**src/rtl/cfg_restore_pkg.sv**
```systemverilog
// Shared types and helpers for the configuration restore sequencer.
package cfg_restore_pkg;

    // Controller phases of a download.
    typedef enum logic [2:0] {
        PH_WAIT   = 3'd0,
        PH_FILL   = 3'd1,
        PH_COMMIT = 3'd2,
        PH_SETTLE = 3'd3,
        PH_LAUNCH = 3'd4,
        PH_RUN    = 3'd5
    } phase_t;

    // Settling window in clock cycles, never below one.
    function automatic int settle_cycles(input longint clk_hz, input longint usec);
        longint c;
        c = (clk_hz / 64'd1000000) * usec;
        return (c < 1) ? 1 : int'(c);
    endfunction

endpackage

```
**src/rtl/cfg_addr_walker.sv**
```systemverilog
// Address walker: issues ascending reads 0..DEPTH-1, one per cycle, and turns
// each returned word into an A-latch write one cycle later.
// Assumes read data is valid exactly one cycle after the read strobe.
module cfg_addr_walker #(
    parameter int DEPTH  = 48,
    parameter int ADDR_W = 6,
    parameter int DATA_W = 8
) (
    input  logic              clk,
    input  logic              rst_n,
    input  logic              start,
    output logic              rd_en,
    output logic [ADDR_W-1:0] rd_addr,
    input  logic [DATA_W-1:0] rd_data,
    output logic              wr_en,
    output logic [ADDR_W-1:0] wr_addr,
    output logic [DATA_W-1:0] wr_data,
    output logic              done
);
    localparam logic [ADDR_W-1:0] LAST = ADDR_W'(DEPTH - 1);

    logic              active;
    logic [ADDR_W-1:0] idx;
    logic              wr_q;
    logic              last_q;
    logic [ADDR_W-1:0] wr_addr_q;

    // Read pointer: restart on start, step until the last address.
    always_ff @(posedge clk) begin
        if (!rst_n) begin
            active <= 1'b0;
            idx    <= '0;
        end else if (start) begin
            active <= 1'b1;
            idx    <= '0;
        end else if (active) begin
            if (idx == LAST) begin
                active <= 1'b0;
            end else begin
                idx <= idx + 1'b1;
            end
        end
    end

    // Write stage: align address with the returning data.
    always_ff @(posedge clk) begin
        if (!rst_n) begin
            wr_q      <= 1'b0;
            last_q    <= 1'b0;
            wr_addr_q <= '0;
        end else begin
            wr_q      <= active;
            last_q    <= active && (idx == LAST);
            wr_addr_q <= idx;
        end
    end

    // Output mapping for read, write and completion.
    always_comb begin
        rd_en   = active;
        rd_addr = idx;
        wr_en   = wr_q;
        wr_addr = wr_addr_q;
        wr_data = rd_data;
        done    = wr_q && last_q;
    end
endmodule

```
**src/rtl/cfg_settle_timer.sv**
```systemverilog
// Settling timer: counts CYCLES cycles while run is high, restarts on clear.
// Assumes clear and run are never high together.
module cfg_settle_timer #(
    parameter int CYCLES = 100000
) (
    input  logic clk,
    input  logic rst_n,
    input  logic clear,
    input  logic run,
    output logic expired
);
    localparam int CNT_W = (CYCLES > 1) ? $clog2(CYCLES + 1) : 1;
    localparam logic [CNT_W-1:0] END_VAL = CNT_W'(CYCLES - 1);

    logic [CNT_W-1:0] cnt;

    // Count up while running, hold at the end value.
    always_ff @(posedge clk) begin
        if (!rst_n || clear) begin
            cnt <= '0;
        end else if (run && cnt != END_VAL) begin
            cnt <= cnt + 1'b1;
        end
    end

    // Flag the final counted cycle.
    always_comb expired = run && (cnt == END_VAL);
endmodule

```
**src/rtl/cfg_restore_ctrl.sv**
```systemverilog
// Download controller: sequences wait, fill, commit, settle and launch.
// Drives busy and the phase pulses; a reload is honoured only when not busy.
module cfg_restore_ctrl
    import cfg_restore_pkg::*;
(
    input  logic clk,
    input  logic rst_n,
    input  logic supply_ok,
    input  logic reload_req,
    input  logic walk_done,
    input  logic settle_done,
    output logic walk_start,
    output logic settle_clear,
    output logic settle_run,
    output logic commit_b,
    output logic se_load,
    output logic busy
);
    phase_t ph, ph_nxt;

    // Phase register.
    always_ff @(posedge clk) begin
        if (!rst_n) ph <= PH_WAIT;
        else        ph <= ph_nxt;
    end

    // Next-phase selection.
    always_comb begin
        ph_nxt = ph;
        unique case (ph)
            PH_WAIT:   if (supply_ok) ph_nxt = PH_FILL;
            PH_FILL:   if (walk_done) ph_nxt = PH_COMMIT;
            PH_COMMIT: ph_nxt = PH_SETTLE;
            PH_SETTLE: begin
                if (reload_req)       ph_nxt = PH_FILL;
                else if (settle_done) ph_nxt = PH_LAUNCH;
            end
            PH_LAUNCH: ph_nxt = reload_req ? PH_FILL : PH_RUN;
            PH_RUN:    if (reload_req) ph_nxt = PH_FILL;
            default:   ph_nxt = PH_WAIT;
        endcase
    end

    // Phase-decoded outputs.
    always_comb begin
        walk_start   = (ph != PH_FILL) && (ph_nxt == PH_FILL);
        settle_clear = (ph == PH_COMMIT);
        settle_run   = (ph == PH_SETTLE);
        commit_b     = (ph == PH_COMMIT);
        se_load      = (ph == PH_LAUNCH);
        busy         = (ph == PH_WAIT) || (ph == PH_FILL) || (ph == PH_COMMIT);
    end
endmodule

```
**src/rtl/cfg_erase_gate.sv**
```systemverilog
// Erase gate: forwards a page-erase command one cycle later, only when the
// erase-enable bit is set; otherwise the command is dropped.
module cfg_erase_gate #(
    parameter int PAGE_W = 4
) (
    input  logic              clk,
    input  logic              rst_n,
    input  logic              req,
    input  logic              allow,
    input  logic [PAGE_W-1:0] page_in,
    output logic              fire,
    output logic [PAGE_W-1:0] page
);
    // Register the gated command and its page.
    always_ff @(posedge clk) begin
        if (!rst_n) begin
            fire <= 1'b0;
            page <= '0;
        end else begin
            fire <= req && allow;
            if (req && allow) page <= page_in;
        end
    end
endmodule

```
**src/rtl/cfg_restore_seq.sv**
```systemverilog
// Top of the configuration restore sequencer. Ties the controller, walker,
// settling timer and erase gate together and answers host requests.
// Assumes the nonvolatile array returns data one cycle after a read.
module cfg_restore_seq
    import cfg_restore_pkg::*;
#(
    parameter int DEPTH     = 48,
    parameter int DATA_W    = 8,
    parameter int PAGE_W    = 4,
    parameter int CLK_HZ    = 200000000,
    parameter int SETTLE_US = 500,
    parameter int ADDR_W    = (DEPTH > 1) ? $clog2(DEPTH) : 1
) (
    input  logic              clk,
    input  logic              rst_n,
    input  logic              supply_ok,
    input  logic              reload_req,
    input  logic              host_req,
    output logic              host_ack,
    output logic              host_nack,
    output logic              busy,
    output logic              nv_rd_en,
    output logic [ADDR_W-1:0] nv_rd_addr,
    input  logic [DATA_W-1:0] nv_rd_data,
    output logic              a_wr_en,
    output logic [ADDR_W-1:0] a_wr_addr,
    output logic [DATA_W-1:0] a_wr_data,
    output logic              commit_b,
    output logic              se_load,
    input  logic              erase_req,
    input  logic              erase_allow,
    input  logic [PAGE_W-1:0] erase_page_in,
    output logic              erase_fire,
    output logic [PAGE_W-1:0] erase_page
);
    localparam int SETTLE_CYC = settle_cycles(CLK_HZ, SETTLE_US);

    logic walk_start, walk_done;
    logic settle_clear, settle_run, settle_done;

    cfg_restore_ctrl u_ctrl (
        .clk          (clk),
        .rst_n        (rst_n),
        .supply_ok    (supply_ok),
        .reload_req   (reload_req),
        .walk_done    (walk_done),
        .settle_done  (settle_done),
        .walk_start   (walk_start),
        .settle_clear (settle_clear),
        .settle_run   (settle_run),
        .commit_b     (commit_b),
        .se_load      (se_load),
        .busy         (busy)
    );

    cfg_addr_walker #(
        .DEPTH  (DEPTH),
        .ADDR_W (ADDR_W),
        .DATA_W (DATA_W)
    ) u_walk (
        .clk     (clk),
        .rst_n   (rst_n),
        .start   (walk_start),
        .rd_en   (nv_rd_en),
        .rd_addr (nv_rd_addr),
        .rd_data (nv_rd_data),
        .wr_en   (a_wr_en),
        .wr_addr (a_wr_addr),
        .wr_data (a_wr_data),
        .done    (walk_done)
    );

    cfg_settle_timer #(
        .CYCLES (SETTLE_CYC)
    ) u_settle (
        .clk     (clk),
        .rst_n   (rst_n),
        .clear   (settle_clear),
        .run     (settle_run),
        .expired (settle_done)
    );

    cfg_erase_gate #(
        .PAGE_W (PAGE_W)
    ) u_erase (
        .clk     (clk),
        .rst_n   (rst_n),
        .req     (erase_req),
        .allow   (erase_allow),
        .page_in (erase_page_in),
        .fire    (erase_fire),
        .page    (erase_page)
    );

    // Host response: refuse everything while a download runs.
    always_comb begin
        host_nack = host_req && busy;
        host_ack  = host_req && !busy;
    end
endmodule

```
**config.mk**
```make
export PLATFORM = sky130hd
export DESIGN_NAME = cfg_restore_seq
export DESIGN_NICKNAME = d
export VERILOG_FILES = /design/src/rtl/cfg_restore_pkg.sv /design/src/rtl/cfg_addr_walker.sv /design/src/rtl/cfg_settle_timer.sv /design/src/rtl/cfg_restore_ctrl.sv /design/src/rtl/cfg_erase_gate.sv /design/src/rtl/cfg_restore_seq.sv
export SDC_FILE = /design/constraint.sdc
export NUM_CORES = 1
export LEC_CHECK = 0
export BUFFER_PORTS_ARGS = -buffer_cell sky130_fd_sc_hd__buf_2
export CELL_PAD_IN_SITES_DETAIL_PLACEMENT = 0
export CELL_PAD_IN_SITES_GLOBAL_PLACEMENT = 1
export CORE_MARGIN = 2
export CORE_UTILIZATION = 40
export DETAILED_ROUTE_END_ITERATION = 10
export MAX_ROUTING_LAYER = met4
export PLACE_DENSITY_LB_ADDON = 0.1
export SLEW_MARGIN = 20
export SYNTH_ARGS = -nofsm -noshare
export SYNTH_HDL_FRONTEND = slang
export SYNTH_SLANG_ARGS = --single-unit
```
**constraint.sdc**
```tcl
create_clock -name clk -period 4.4 [get_ports clk]
set_input_delay 0.88 -clock clk [delete_from_list [all_inputs] [get_ports clk]]
set_output_delay 0.88 -clock clk [all_outputs]
set_load 0.05 [all_outputs]
```
==> results of run 1 <==
[power breakdown]
part           switching, mW  internal, mW  leakage [nW]
Clock                  0.123         0.200        0.0645
Combinational         0.0336        0.0147         0.441
Sequential           0.00535         0.367         0.324
[worst reg2reg max path: stages (launching register included)]
cell                       delay (ns)
sky130_fd_sc_hd__dfxtp_1         0.51
sky130_fd_sc_hd__nand3b_1        0.33
sky130_fd_sc_hd__or4b_1          0.72
sky130_fd_sc_hd__or3_1           0.39
sky130_fd_sc_hd__a21oi_1         0.14
[kinds of logic after synthesis]
| logic type | after synthesis | share of synthesized area (%) |
|---|---|---|
| AND/OR/NAND/NOR | 98 | 30.7 |
| AO/OA/AOI/OAI | 38 | 12.9 |
| multiplexers | 2 | 1.12 |
| adder cells (fa/ha/maj) | 2 | 1.39 |
| XOR/XNOR | 8 | 3.90 |
| buffers and inverters | 17 | 5.44 |
| flip-flops | 40 | 44.6 |
[layer usage]
metal / up-vias / track usage (%) / wire [µm]
met5: - / - / 0
met4: 0 / 7.13 / 45
met3: 9 / 4.84 / 153
met2: 36 / 25.8 / 1730
met1: 689 / 18.8 / 1750
li1: 773 / - / -
[cell usage in the layout, fill, tap and decap left out, drive strengths merged]
cell type,synthesis,final
ha,2,2
nand2,18,18
nand3,10,10
and4,4,4
a31oi,2,2
nor3,3,3
nor4b,3,3
nor2,15,15
nand2b,1,1
bufinv,0,1
xnor2,1,1
a21oi,12,12
clkbuf,6,7
xor2,7,7
nor3b,3,3
or4b,1,1
nor4,2,2
and3,3,3
o31a,3,3
dfxtp,40,40
nand4,5,5
a21boi,4,4
nand3b,1,1
or4,1,1
and2,11,11
or3,9,9
mux2i,2,2
o211ai,3,3
o21a,4,4
o21ai,10,10
nand4b,1,1
nor2b,5,5
buf,11,35
and4b,1,1
and3b,1,1
[registers in the layout, indices dropped and copies added (netlist names)]
register,count
u_walk.last_q,1
u_ctrl.ph,3
u_settle.cnt,17
u_walk.rd_addr,6
u_erase.page,4
u_erase.fire,1
u_walk.wr_addr,6
u_walk.wr_en,1
u_walk.rd_en,1
[final cells by class]
class | instances | area share (%)
Clock buffer | 7 | 4.66
Multi-Input combinational cell | 148 | 43.4
Timing Repair Buffer | 35 | 8.60
Tap cell | 52 | 3.15
Clock inverter | 1 | 1.45
Sequential cell | 40 | 38.7
[worst min-delay path by stage]
| stage | start | to | slack, ns | depth (start not counted) |
|---|---|---|---|---|
| floorplan | u_settle.cnt[16] | u_settle.cnt[16] | 0.45 | 2 |
| finish | u_erase.page[1] | u_erase.page[1] | 0.46 | 2 |
| global placement | u_erase.page[1] | u_erase.page[1] | 0.45 | 2 |
| CTS | u_erase.page[1] | u_erase.page[1] | 0.46 | 2 |
| global route | u_erase.page[0] | u_erase.page[0] | 0.51 | 2 |
| detailed placement | u_erase.page[1] | u_erase.page[1] | 0.45 | 2 |
[stage by stage]
stage	hold WS, ns	util (%)	instances	instance area [µm²]
floorplan	0.454	-	205	1800
global route	0.506	47.8	283	2070
global placement	0.448	44.9	275	1940
finish	0.461	47.8	283	2070
detailed placement	0.455	44.9	275	1940
CTS	0.465	47.8	283	2070
==> results.sh, run 1 <==
export IMPL_worst_hold_path_type="reg2reg"
export IMPL_path_max_fanout=11
export IMPL_route_detailed_vias_per_inst=5.33
export IMPL_startpoint_type="flop"
export IMPL_netlist_instances=205
export IMPL_buffer_and_inverter_count_on_the_worst_path=1
export IMPL_port_buffers=34
export IMPL_detailedRoute_firstPassIterationCount=4
export IMPL_p_per_area_nw_per_um2=360
export IMPL_globalplace_congestion=0.761
export IMPL_period_minus_slack_ns=2.37
export IMPL_r2r_worst_path_depth=4
export IMPL_synthesis_area_um2=1800
export IMPL_synth_distinct_cells=35
export IMPL_final_critical_path_setup_slack_ns=2.03
export IMPL_ioPinCount=51
export IMPL_globalRoute_totalOverflow=0
export IMPL_cts_htree_levels=2
export IMPL_cts_made_buffers=5
export IMPL_number_of_inserted_filler_cells_in_the_final_layout=433
export IMPL_cp_slowest_stage_delay_ns=0.50
export IMPL_synth_most_common_cell="sky130_fd_sc_hd__dfxtp_1"
export IMPL_async_flop_share_pct=0
export IMPL_arrival_ns=1.49
export IMPL_cts_path_max_buffers=2
export IMPL_path_class="reg2out"
export IMPL_critical_path_top_cell_by_count="sky130_fd_sc_hd__nor2b_1"
export IMPL_cts_repair_resize_count=0
export IMPL_grtUsageTotal_pct=16.1
export IMPL_wire_length_of_the_first_global_routing_pass_um=6400
export IMPL_worst_slew_pin_transition_ns=0.506
export IMPL_netlist_top_cells_count="sky130_fd_sc_hd__dfxtp_1 (40), sky130_fd_sc_hd__nand2_1 (18), sky130_fd_sc_hd__nor2_1 (15)"
export IMPL_number_of_global_route_vias_before_repair=1495
export IMPL_setup_reg_to_reg_worst_slack_ns=2.25
export IMPL_timing_critical_path_to_type="output pin"
export IMPL_wl_um=3690
export IMPL_clkSinkCount=40
export IMPL_antenna_cells=0
export IMPL_antenna_found_initial=0
export IMPL_synth_sequential_area_ratio_pct=44.6
export IMPL_hpwl_um=2660
export IMPL_wire_length_per_cell_after_detailed_routing_um=13.0
export IMPL_syn_num_nets=226
export IMPL_cts_root_buffer="sky130_fd_sc_hd__clkbuf_8"
export IMPL_dieWidth_um=71.0
export IMPL_worst_ir_drop_vdd_uv=172
export IMPL_synthFlopType="sky130_fd_sc_hd__dfxtp_1"
export IMPL_clock_latency_ns=0.29
export IMPL_tns_ns=0
export IMPL_cellLeakagePower_nw=0.829
export IMPL_setup_violations=0
export IMPL_synth_ff_latch_count=40
export IMPL_finalMaxSlewViolations=0
export IMPL_timing_hold_violations_final=0
export IMPL_setup_repair_after_global_routing_missed_its_margin="no"
export IMPL_cpMaxStageDelayCell="sky130_fd_sc_hd__dfxtp_1"
export IMPL_synth_edf_count=0
export IMPL_crit_start="u_ctrl.ph[2]"
export IMPL_design_die_area_um2=5040
export IMPL_drt_initial_drc_count=75
export IMPL_syn_to_final_growth_pct=15.1
export IMPL_post_synth_top_area_cell="sky130_fd_sc_hd__dfxtp_1"
export IMPL_grt_max_degree=20
export IMPL_dieHeight_um=71.0
export IMPL_slew_headroom_pct=66.1
export IMPL_multi_input_comb_area_um2=897
export IMPL_drc=0
export IMPL_ant_nets=0
export IMPL_leading_post_synthesis_cells_by_cell_area="sky130_fd_sc_hd__dfxtp_1 (45%), sky130_fd_sc_hd__and2_1 (3.8%), sky130_fd_sc_hd__nand2_1 (3.8%), sky130_fd_sc_hd__xor2_1 (3.4%), sky130_fd_sc_hd__a21oi_1 (3.3%)"
export IMPL_cp_num_cells=3
export IMPL_drive_gt1_share_pct=18.6
export IMPL_endpoint="se_load"
export IMPL_worst_setup_timing_slack_at_the_placement_stage_ns=2.19
export IMPL_p_total_uw=744
export IMPL_cap_viol_max_count=0
export IMPL_vias=1507
export IMPL_crit_reg2reg_capture="u_settle.cnt[13]"
export IMPL_cts_setup_buffers=0
export IMPL_finalCritPeriodShare_pct=53.8
export IMPL_num_nets_final=251
export IMPL_regArea_um2=801
export IMPL_rr_startpoint="u_ctrl.ph[0]"
export IMPL_yosys_area_top_type_share_pct=44.6
export IMPL_floorplan_initialDensity_pct=41.5
export IMPL_cts_tree="done"
export IMPL_floorplan_rows=24
export IMPL_clock_edge_transition_at_the_registers_on_the_reported_setup_and_hold_paths_ns=0.08
export IMPL_cts_hold_fix_buffers=0
export IMPL_timing_critical_path_cells="nor2b_1 > nor2b_1 > buf_2"
export IMPL_run_status="complete, no violations"
export IMPL_synth_avg_cell_area_um2=8.76
export IMPL_worst_clock_skew_ns=0.00890
export IMPL_critPathRequiredTime_ns=3.52
export IMPL_fmax_mhz=423
export IMPL_worst_path_dominant_cell_family="flip-flops"
export IMPL_count_of_synthesis_stage_warnings_from_yosys=0
export IMPL_core_area_um2=4320
No activity file was read; power rests on OpenSTA's default activity.
==> run 2: changes to the inputs <==
--- a/config.mk
+++ b/config.mk
@@ -5,11 +5,12 @@
 export SDC_FILE = /design/constraint.sdc
 export NUM_CORES = 1
 export LEC_CHECK = 0
+export ABC_AREA = 1
 export BUFFER_PORTS_ARGS = -buffer_cell sky130_fd_sc_hd__buf_2
 export CELL_PAD_IN_SITES_DETAIL_PLACEMENT = 0
 export CELL_PAD_IN_SITES_GLOBAL_PLACEMENT = 1
 export CORE_MARGIN = 2
-export CORE_UTILIZATION = 40
+export CORE_UTILIZATION = 33
 export DETAILED_ROUTE_END_ITERATION = 10
 export MAX_ROUTING_LAYER = met4
 export PLACE_DENSITY_LB_ADDON = 0.1
==> constraint.sdc (replaced) <==
create_clock -name clk -period 2.1 [get_ports clk]
set_input_delay 0.42 -clock clk [delete_from_list [all_inputs] [get_ports clk]]
set_output_delay 0.42 -clock clk [all_outputs]
set_load 0.05 [all_outputs]
==> run 2 against run 1 <==
Compared with the run above: clock skew is 0.0010 ns higher; synthesized cell count up 39%; largest power group unchanged; first-iteration DRC count is 28% lower; highest routed layer unchanged; die area is 35% higher; core utilization fell by 8.3 points; via count increased by 16%; critical path depth grew 2; final area is 13% higher; wire length is 17% higher; flip-flop and latch count unchanged; clock-buffer cell count shrank 2; synthesized area rose by 13%.
==> results.sh, run 2 <==
export IMPL_post_synth_top_area_cell="sky130_fd_sc_hd__dfxtp_1"
export IMPL_path_max_fanout=5
export IMPL_cts_hold_fix_buffers=0
export IMPL_placedCellCount=382
export IMPL_synth_sequential_area_ratio_pct=39.4
export IMPL_p_per_area_nw_per_um2=675
export IMPL_path_class="reg2out"
export IMPL_yosys_area_top_type_share_pct=39.4
export IMPL_crit_start="u_ctrl.ph[2]"
export IMPL_leading_post_synthesis_cells_by_cell_area="sky130_fd_sc_hd__dfxtp_1 (39%), sky130_fd_sc_hd__nand2_1 (10%), sky130_fd_sc_hd__nor2_1 (7.6%), sky130_fd_sc_hd__inv_1 (6.3%), sky130_fd_sc_hd__a21oi_1 (4.2%)"
export IMPL_grt_max_degree=17
export IMPL_clock_latency_ns=0.30
export IMPL_setup_repair_after_global_routing_missed_its_margin="no"
export IMPL_port_buffers=34
export IMPL_grtUsageTotal_pct=14.3
export IMPL_timing_critical_path_to_type="output pin"
export IMPL_clock_edge_transition_at_the_registers_on_the_reported_setup_and_hold_paths_ns=0.09
export IMPL_route_detailed_vias_per_inst=4.47
export IMPL_run_status="complete, no violations"
export IMPL_layoutNonFillerInstCount=390
export IMPL_cts_path_max_buffers=2
export IMPL_finalMaxSlewViolations=0
export IMPL_netlist_instances=284
export IMPL_count_of_synthesis_stage_warnings_from_yosys=0
export IMPL_globalplace_congestion=0.793
export IMPL_wl_um=4300
export IMPL_floorplan_initialDensity_pct=34.3
export IMPL_finalCritPeriodShare_pct=87.5
export IMPL_regMostFlops="u_settle.cnt"
export IMPL_globalRoute_totalOverflow=0
export IMPL_cts_setup_buffers=0
export IMPL_syn_to_final_growth_pct=15.0
export IMPL_synth_most_common_cell="sky130_fd_sc_hd__nand2_1"
export IMPL_final_critical_path_setup_slack_ns=0.262
export IMPL_wire_length_of_the_first_global_routing_pass_um=7210
export IMPL_drt_initial_drc_count=54
export IMPL_worst_slew_pin_transition_ns=0.443
export IMPL_cts_htree_levels=2
export IMPL_clkSinkCount=40
export IMPL_slew_headroom_pct=70.4
export IMPL_number_of_global_route_vias_before_repair=1601
export IMPL_timing_hold_violations_final=0
export IMPL_rr_startpoint="u_settle.cnt[0]"
export IMPL_synth_ff_latch_count=40
export IMPL_startpoint_type="flop"
export IMPL_syn_num_nets=305
export IMPL_period_minus_slack_ns=1.84
export IMPL_drive_gt1_share_pct=23.2
export IMPL_vias=1743
export IMPL_worst_hold_path_type="in2reg"
export IMPL_cellLeakagePower_nw=1.01
export IMPL_launch_instance_of_the_worst_min_delay_path="erase_page_in[2]"
export IMPL_largest_register_ff_count=17
export IMPL_tns_ns=0
export IMPL_fmax_mhz=544
export IMPL_worst_setup_timing_slack_at_the_placement_stage_ns=0.362
export IMPL_layout_cells_most_common="sky130_fd_sc_hd__nand2_1"
export IMPL_synthFlopType="sky130_fd_sc_hd__dfxtp_1"
export IMPL_cts_root_buffer="sky130_fd_sc_hd__clkbuf_8"
export IMPL_wire_length_per_cell_after_detailed_routing_um=11.0
export IMPL_async_flop_share_pct=0
export IMPL_cap_viol_max_count=0
export IMPL_ioPinCount=51
export IMPL_dieHeight_um=82.5
export IMPL_netlist_top_cells_count="sky130_fd_sc_hd__nand2_1 (56), sky130_fd_sc_hd__nor2_1 (41), sky130_fd_sc_hd__dfxtp_1 (40)"
export IMPL_synthesis_area_um2=2030
export IMPL_finalCoreUtilization_pct=39.5
export IMPL_synth_distinct_cells=30
export IMPL_antenna_found_initial=0
export IMPL_ant_nets=0
export IMPL_core_area_um2=5920
export IMPL_detailedRoute_firstPassIterationCount=4
export IMPL_dieWidth_um=82.5
export IMPL_arrival_ns=1.42
export IMPL_num_nets_final=335
export IMPL_synth_edf_count=0
export IMPL_design_die_area_um2=6810
export IMPL_worst_ir_drop_vdd_uv=425
export IMPL_drc=0
export IMPL_cts_made_buffers=5
export IMPL_layout_common_cells="sky130_fd_sc_hd__nand2_1 (56), sky130_fd_sc_hd__nor2_1 (41), sky130_fd_sc_hd__dfxtp_1 (40), sky130_fd_sc_hd__inv_1 (34), sky130_fd_sc_hd__buf_2 (34)"
export IMPL_floorplan_rows=28
export IMPL_hpwl_um=3180
export IMPL_setup_violations=0
export IMPL_cts_tree="done"
export IMPL_critPathRequiredTime_ns=1.68
export IMPL_worst_clock_skew_ns=0.00991
export IMPL_cts_repair_resize_count=0
export IMPL_p_total_mw=1.58
export IMPL_antenna_cells=0
export IMPL_synth_avg_cell_area_um2=7.16
[run 2: kinds of logic (layout without fill, tap and decap cells)]
group / count (synthesis) / after routing / synth area share [%]
buffers and inverters: 53 / 84 / 12.2
adder cells (fa/ha/maj): 2 / 2 / 1.23
AND/OR/NAND/NOR: 143 / 143 / 32.6
flip-flops: 40 / 40 / 39.4
AO/OA/AOI/OAI: 33 / 33 / 8.98
XOR/XNOR: 13 / 13 / 5.60
[run 2: path summary, 6_finish.rpt]
path / to / slack, ns / cells past startpoint
worst max-delay path: se_load / 0.26 / 5
worst min-delay path: u_erase.page[2] / 0.37 / 3
worst max register to register: u_settle.cnt[8] / 0.38 / 11
worst min register to register: u_walk.wr_en / 0.47 / 2
[run 2: power by group]
| part | internal, mW | switching [mW] | leakage (nW) |
|---|---|---|---|
| Combinational | 0.0413 | 0.106 | 0.626 |
| Sequential | 0.772 | 0.0129 | 0.324 |
| Clock | 0.358 | 0.288 | 0.0583 |
[run 2: per-stage QoR]
| stage | instance area (µm²) | hold WS (ns) |
|---|---|---|
| 2_1_floorplan | 2040 | 0.457 |
| 3_3_place_gp | 2220 | 0.459 |
| 3_5_place_dp | 2220 | 0.464 |
| 4_1_cts | 2340 | 0.360 |
| 5_1_grt | 2340 | 0.396 |
| 6_report | 2340 | 0.368 |
[run 2: worst max-delay path, stage by stage (launching register included)]
cell and delay [ns]:
sky130_fd_sc_hd__dfxtp_1 0.49, sky130_fd_sc_hd__inv_2 0.09, sky130_fd_sc_hd__nor2_1 0.13, sky130_fd_sc_hd__inv_1 0.07, sky130_fd_sc_hd__nor2_1 0.09, sky130_fd_sc_hd__buf_2 0.27
[run 2: layout make-up]
class,instances,area (µm²)
fillers,647,3580
repair buffers,36,185
clock inverters,3,47.5
clock buffers,5,68.8
well taps,75,93.8
multi-input cells,191,988
inverters,40,153
flip-flops and latches,40,801
[run 2: metal layers]
| layer | global-route usage [%] | wire (µm) |
|---|---|---|
| met1 | 19.2 | 2260 |
| met2 | 21.0 | 1790 |
| met3 | 3.37 | 197 |
| met4 | 5.08 | 53 |
| met5 | - | 0 |
==> run 3: changes to the inputs <==
--- a/config.mk
+++ b/config.mk
@@ -10,7 +10,8 @@
 export CELL_PAD_IN_SITES_DETAIL_PLACEMENT = 0
 export CELL_PAD_IN_SITES_GLOBAL_PLACEMENT = 1
 export CORE_MARGIN = 2
-export CORE_UTILIZATION = 33
+export CORE_UTILIZATION = 37
+export CTS_CLUSTER_DIAMETER = 50
 export DETAILED_ROUTE_END_ITERATION = 10
 export MAX_ROUTING_LAYER = met4
 export PLACE_DENSITY_LB_ADDON = 0.1
==> constraint.sdc (replaced) <==
create_clock -name clk -period 2 [get_ports clk]
set_input_delay 0.4 -clock clk [delete_from_list [all_inputs] [get_ports clk]]
set_output_delay 0.4 -clock clk [all_outputs]
set_load 0.05 [all_outputs]
==> run 3 against run 2 <==
Compared with the run above: core utilization is 5.4 points higher; flip-flop and latch count stayed put; final cell count decreased by 1.0%; global-route usage rose by 1.5 points; combinational power up 6%; clock skew shrank 0.0023 ns; sequential share of layout area is the same; critical endpoint unchanged; via count increased by 1.2%; total power rose by 5.2%; die area down 10%; register-to-register slack lost 0.10 ns.
==> results.sh, run 3 (same netlist as run 2, synthesis figures left out) <==
export IMPL_cts_tree="done"
export IMPL_number_of_global_route_vias_before_repair=1690
export IMPL_largest_register_ff_count=17
export IMPL_grtUsageTotal_pct=15.8
export IMPL_cts_hold_fix_buffers=0
export IMPL_cpMaxStageDelayCell="sky130_fd_sc_hd__dfxtp_1"
export IMPL_cap_viol_max_count=0
export IMPL_buffer_and_inverter_count_on_the_worst_path=3
export IMPL_use_met1_pct=20.5
export IMPL_regMostFlops="u_settle.cnt"
export IMPL_finalMaxSlewViolations=0
export IMPL_p_per_area_nw_per_um2=711
export IMPL_finalCritPeriodShare_pct=92.5
export IMPL_cp_slowest_stage_delay_ns=0.49
export IMPL_period_minus_slack_ns=1.85
export IMPL_power_frac_comb_pct=9.4
export IMPL_hpwl_um=3160
export IMPL_num_nets_final=336
export IMPL_layout_cells_most_common="sky130_fd_sc_hd__nand2_1"
export IMPL_critical_path_top_cell_by_count="sky130_fd_sc_hd__nor2_1"
export IMPL_wl_um=4240
export IMPL_slew_headroom_pct=68.5
export IMPL_power_frac_seq_pct=49.6
export IMPL_grt_max_degree=17
export IMPL_cts_path_max_buffers=2
export IMPL_setup_violations=0
export IMPL_worst_slew_pin_transition_ns=0.472
export IMPL_path_max_fanout=5
export IMPL_timing_critical_path_cells="inv_2 > nor2_1 > inv_1 > nor2_1 > buf_2"
export IMPL_antenna_cells=0
export IMPL_cts_root_buffer="sky130_fd_sc_hd__clkbuf_8"
export IMPL_worst_clock_skew_ns=0.00760
export IMPL_worst_path_dominant_cell_family="flip-flops"
export IMPL_cell_internal_pwr_mw=1.23
export IMPL_hold_path_depth=3
export IMPL_design_die_area_um2=6100
export IMPL_busiest_layer="met2"
export IMPL_p_total_mw=1.66
export IMPL_route_detailed_vias_per_inst=4.57
export IMPL_cts_repair_resize_count=0
export IMPL_critPathRequiredTime_ns=1.60
export IMPL_floorplan_initialDensity_pct=39.1
export IMPL_startpoint_type="flop"
export IMPL_port_buffers=34
export IMPL_clkSinkCount=40
export IMPL_power_share_clock_pct=41.0
export IMPL_globalplace_congestion=0.804
export IMPL_drt_initial_drc_count=75
export IMPL_core_area_um2=5200
export IMPL_hold_worst_slack_ns=0.355
export IMPL_groute_layer_met3_usage_pct=3.79
export IMPL_detailedRoute_firstPassIterationCount=4
export IMPL_clock_latency_ns=0.29
export IMPL_fmax_mhz=541
export IMPL_globalRoute_totalOverflow=0
export IMPL_worst_hold_path_type="in2reg"
export IMPL_timing_critical_path_to_type="output pin"
export IMPL_clock_edge_transition_at_the_registers_on_the_reported_setup_and_hold_paths_ns=0.08
export IMPL_netSwitchingPower_uw=429
export IMPL_tns_ns=0
export IMPL_dieWidth_um=78.1
export IMPL_grtUsageMet2_pct=24.8
export IMPL_r2r_worst_path_depth=11
export IMPL_wire_length_per_cell_after_detailed_routing_um=11.0
export IMPL_syn_to_final_growth_pct=15.0
export IMPL_cts_made_buffers=5
export IMPL_cts_htree_levels=2
export IMPL_floorplan_rows=26
export IMPL_vias=1764
export IMPL_antenna_found_initial=0
export IMPL_wire_length_of_the_first_global_routing_pass_um=7690
export IMPL_drc=0
export IMPL_cellLeakagePower_nw=1.01
export IMPL_cts_setup_buffers=0
export IMPL_arrival_ns=1.45
export IMPL_run_status="complete, no violations"
export IMPL_cp_num_cells=5
export IMPL_ioPinCount=51
export IMPL_path_class="reg2out"
export IMPL_swShare_pct=25.9
export IMPL_drive_gt1_share_pct=23.4
export IMPL_setup_repair_after_global_routing_missed_its_margin="no"
export IMPL_layout_common_cells="sky130_fd_sc_hd__nand2_1 (56), sky130_fd_sc_hd__nor2_1 (41), sky130_fd_sc_hd__dfxtp_1 (40), sky130_fd_sc_hd__inv_1 (34), sky130_fd_sc_hd__buf_2 (34)"
export IMPL_ant_nets=0
export IMPL_dieHeight_um=78.1
export IMPL_worst_ir_drop_vdd_uv=357
export IMPL_timing_hold_violations_final=0
-- run 3: final timing paths --
| path | from | end | slack [ns] |
|---|---|---|---|
| min | erase_page_in[3] | u_erase.page[3] | 0.35 |
| max | u_ctrl.ph[2] | se_load | 0.15 |
| min reg2reg | u_walk.rd_en | u_walk.wr_en | 0.49 |
| max reg2reg | u_settle.cnt[0] | u_settle.cnt[8] | 0.28 |
-- run 3: metal layers --
layer  up-vias  wire (µm)
li1        939          -
met1       779       2140
met2        39       1830
met3         7        221
met4         0         54
met5         -          0
-- run 3: area by class of cell --
| cell class | count | area [µm²] |
|---|---|---|
| fillers | 566 | 2870 |
| clock inverters | 3 | 46.3 |
| inverters | 40 | 153 |
| clock buffers | 5 | 68.8 |
| repair buffers | 37 | 193 |
| multi-input cells | 191 | 988 |
| flip-flops and latches | 40 | 801 |
| well taps | 70 | 87.6 |
-- run 3: stage by stage --
| stage | std cells | utilization [%] | setup WS (ns) | instance area [µm²] |
|---|---|---|---|---|
| after CTS | 386 | 44.9 | 0.141 | 2340 |
| final | 386 | 44.9 | 0.150 | 2340 |
| after floorplan | 284 | - | 0.142 | 2040 |
| after global routing | 386 | 44.9 | 0.0444 | 2340 |
| after global placement | 378 | 42.7 | 0.320 | 2220 |
| after detailed placement | 378 | 42.7 | 0.287 | 2220 |
-- run 3: tightest hold or removal path: stages --
cell                      delay [ns]
sky130_fd_sc_hd__buf_2          0.07
sky130_fd_sc_hd__o21ai_0        0.07
sky130_fd_sc_hd__nor2_1         0.07
-- run 3: power by group through the flow --
stage | registers, mW | logic [mW] | clock network (mW)
after floorplan | 0.886 | 0.116 | 0
after global routing | 0.827 | 0.172 | 0.743
after global placement | 0.843 | 0.158 | 0
after detailed placement | 0.844 | 0.158 | 0
final | 0.824 | 0.156 | 0.681
after CTS | 0.825 | 0.158 | 0.702
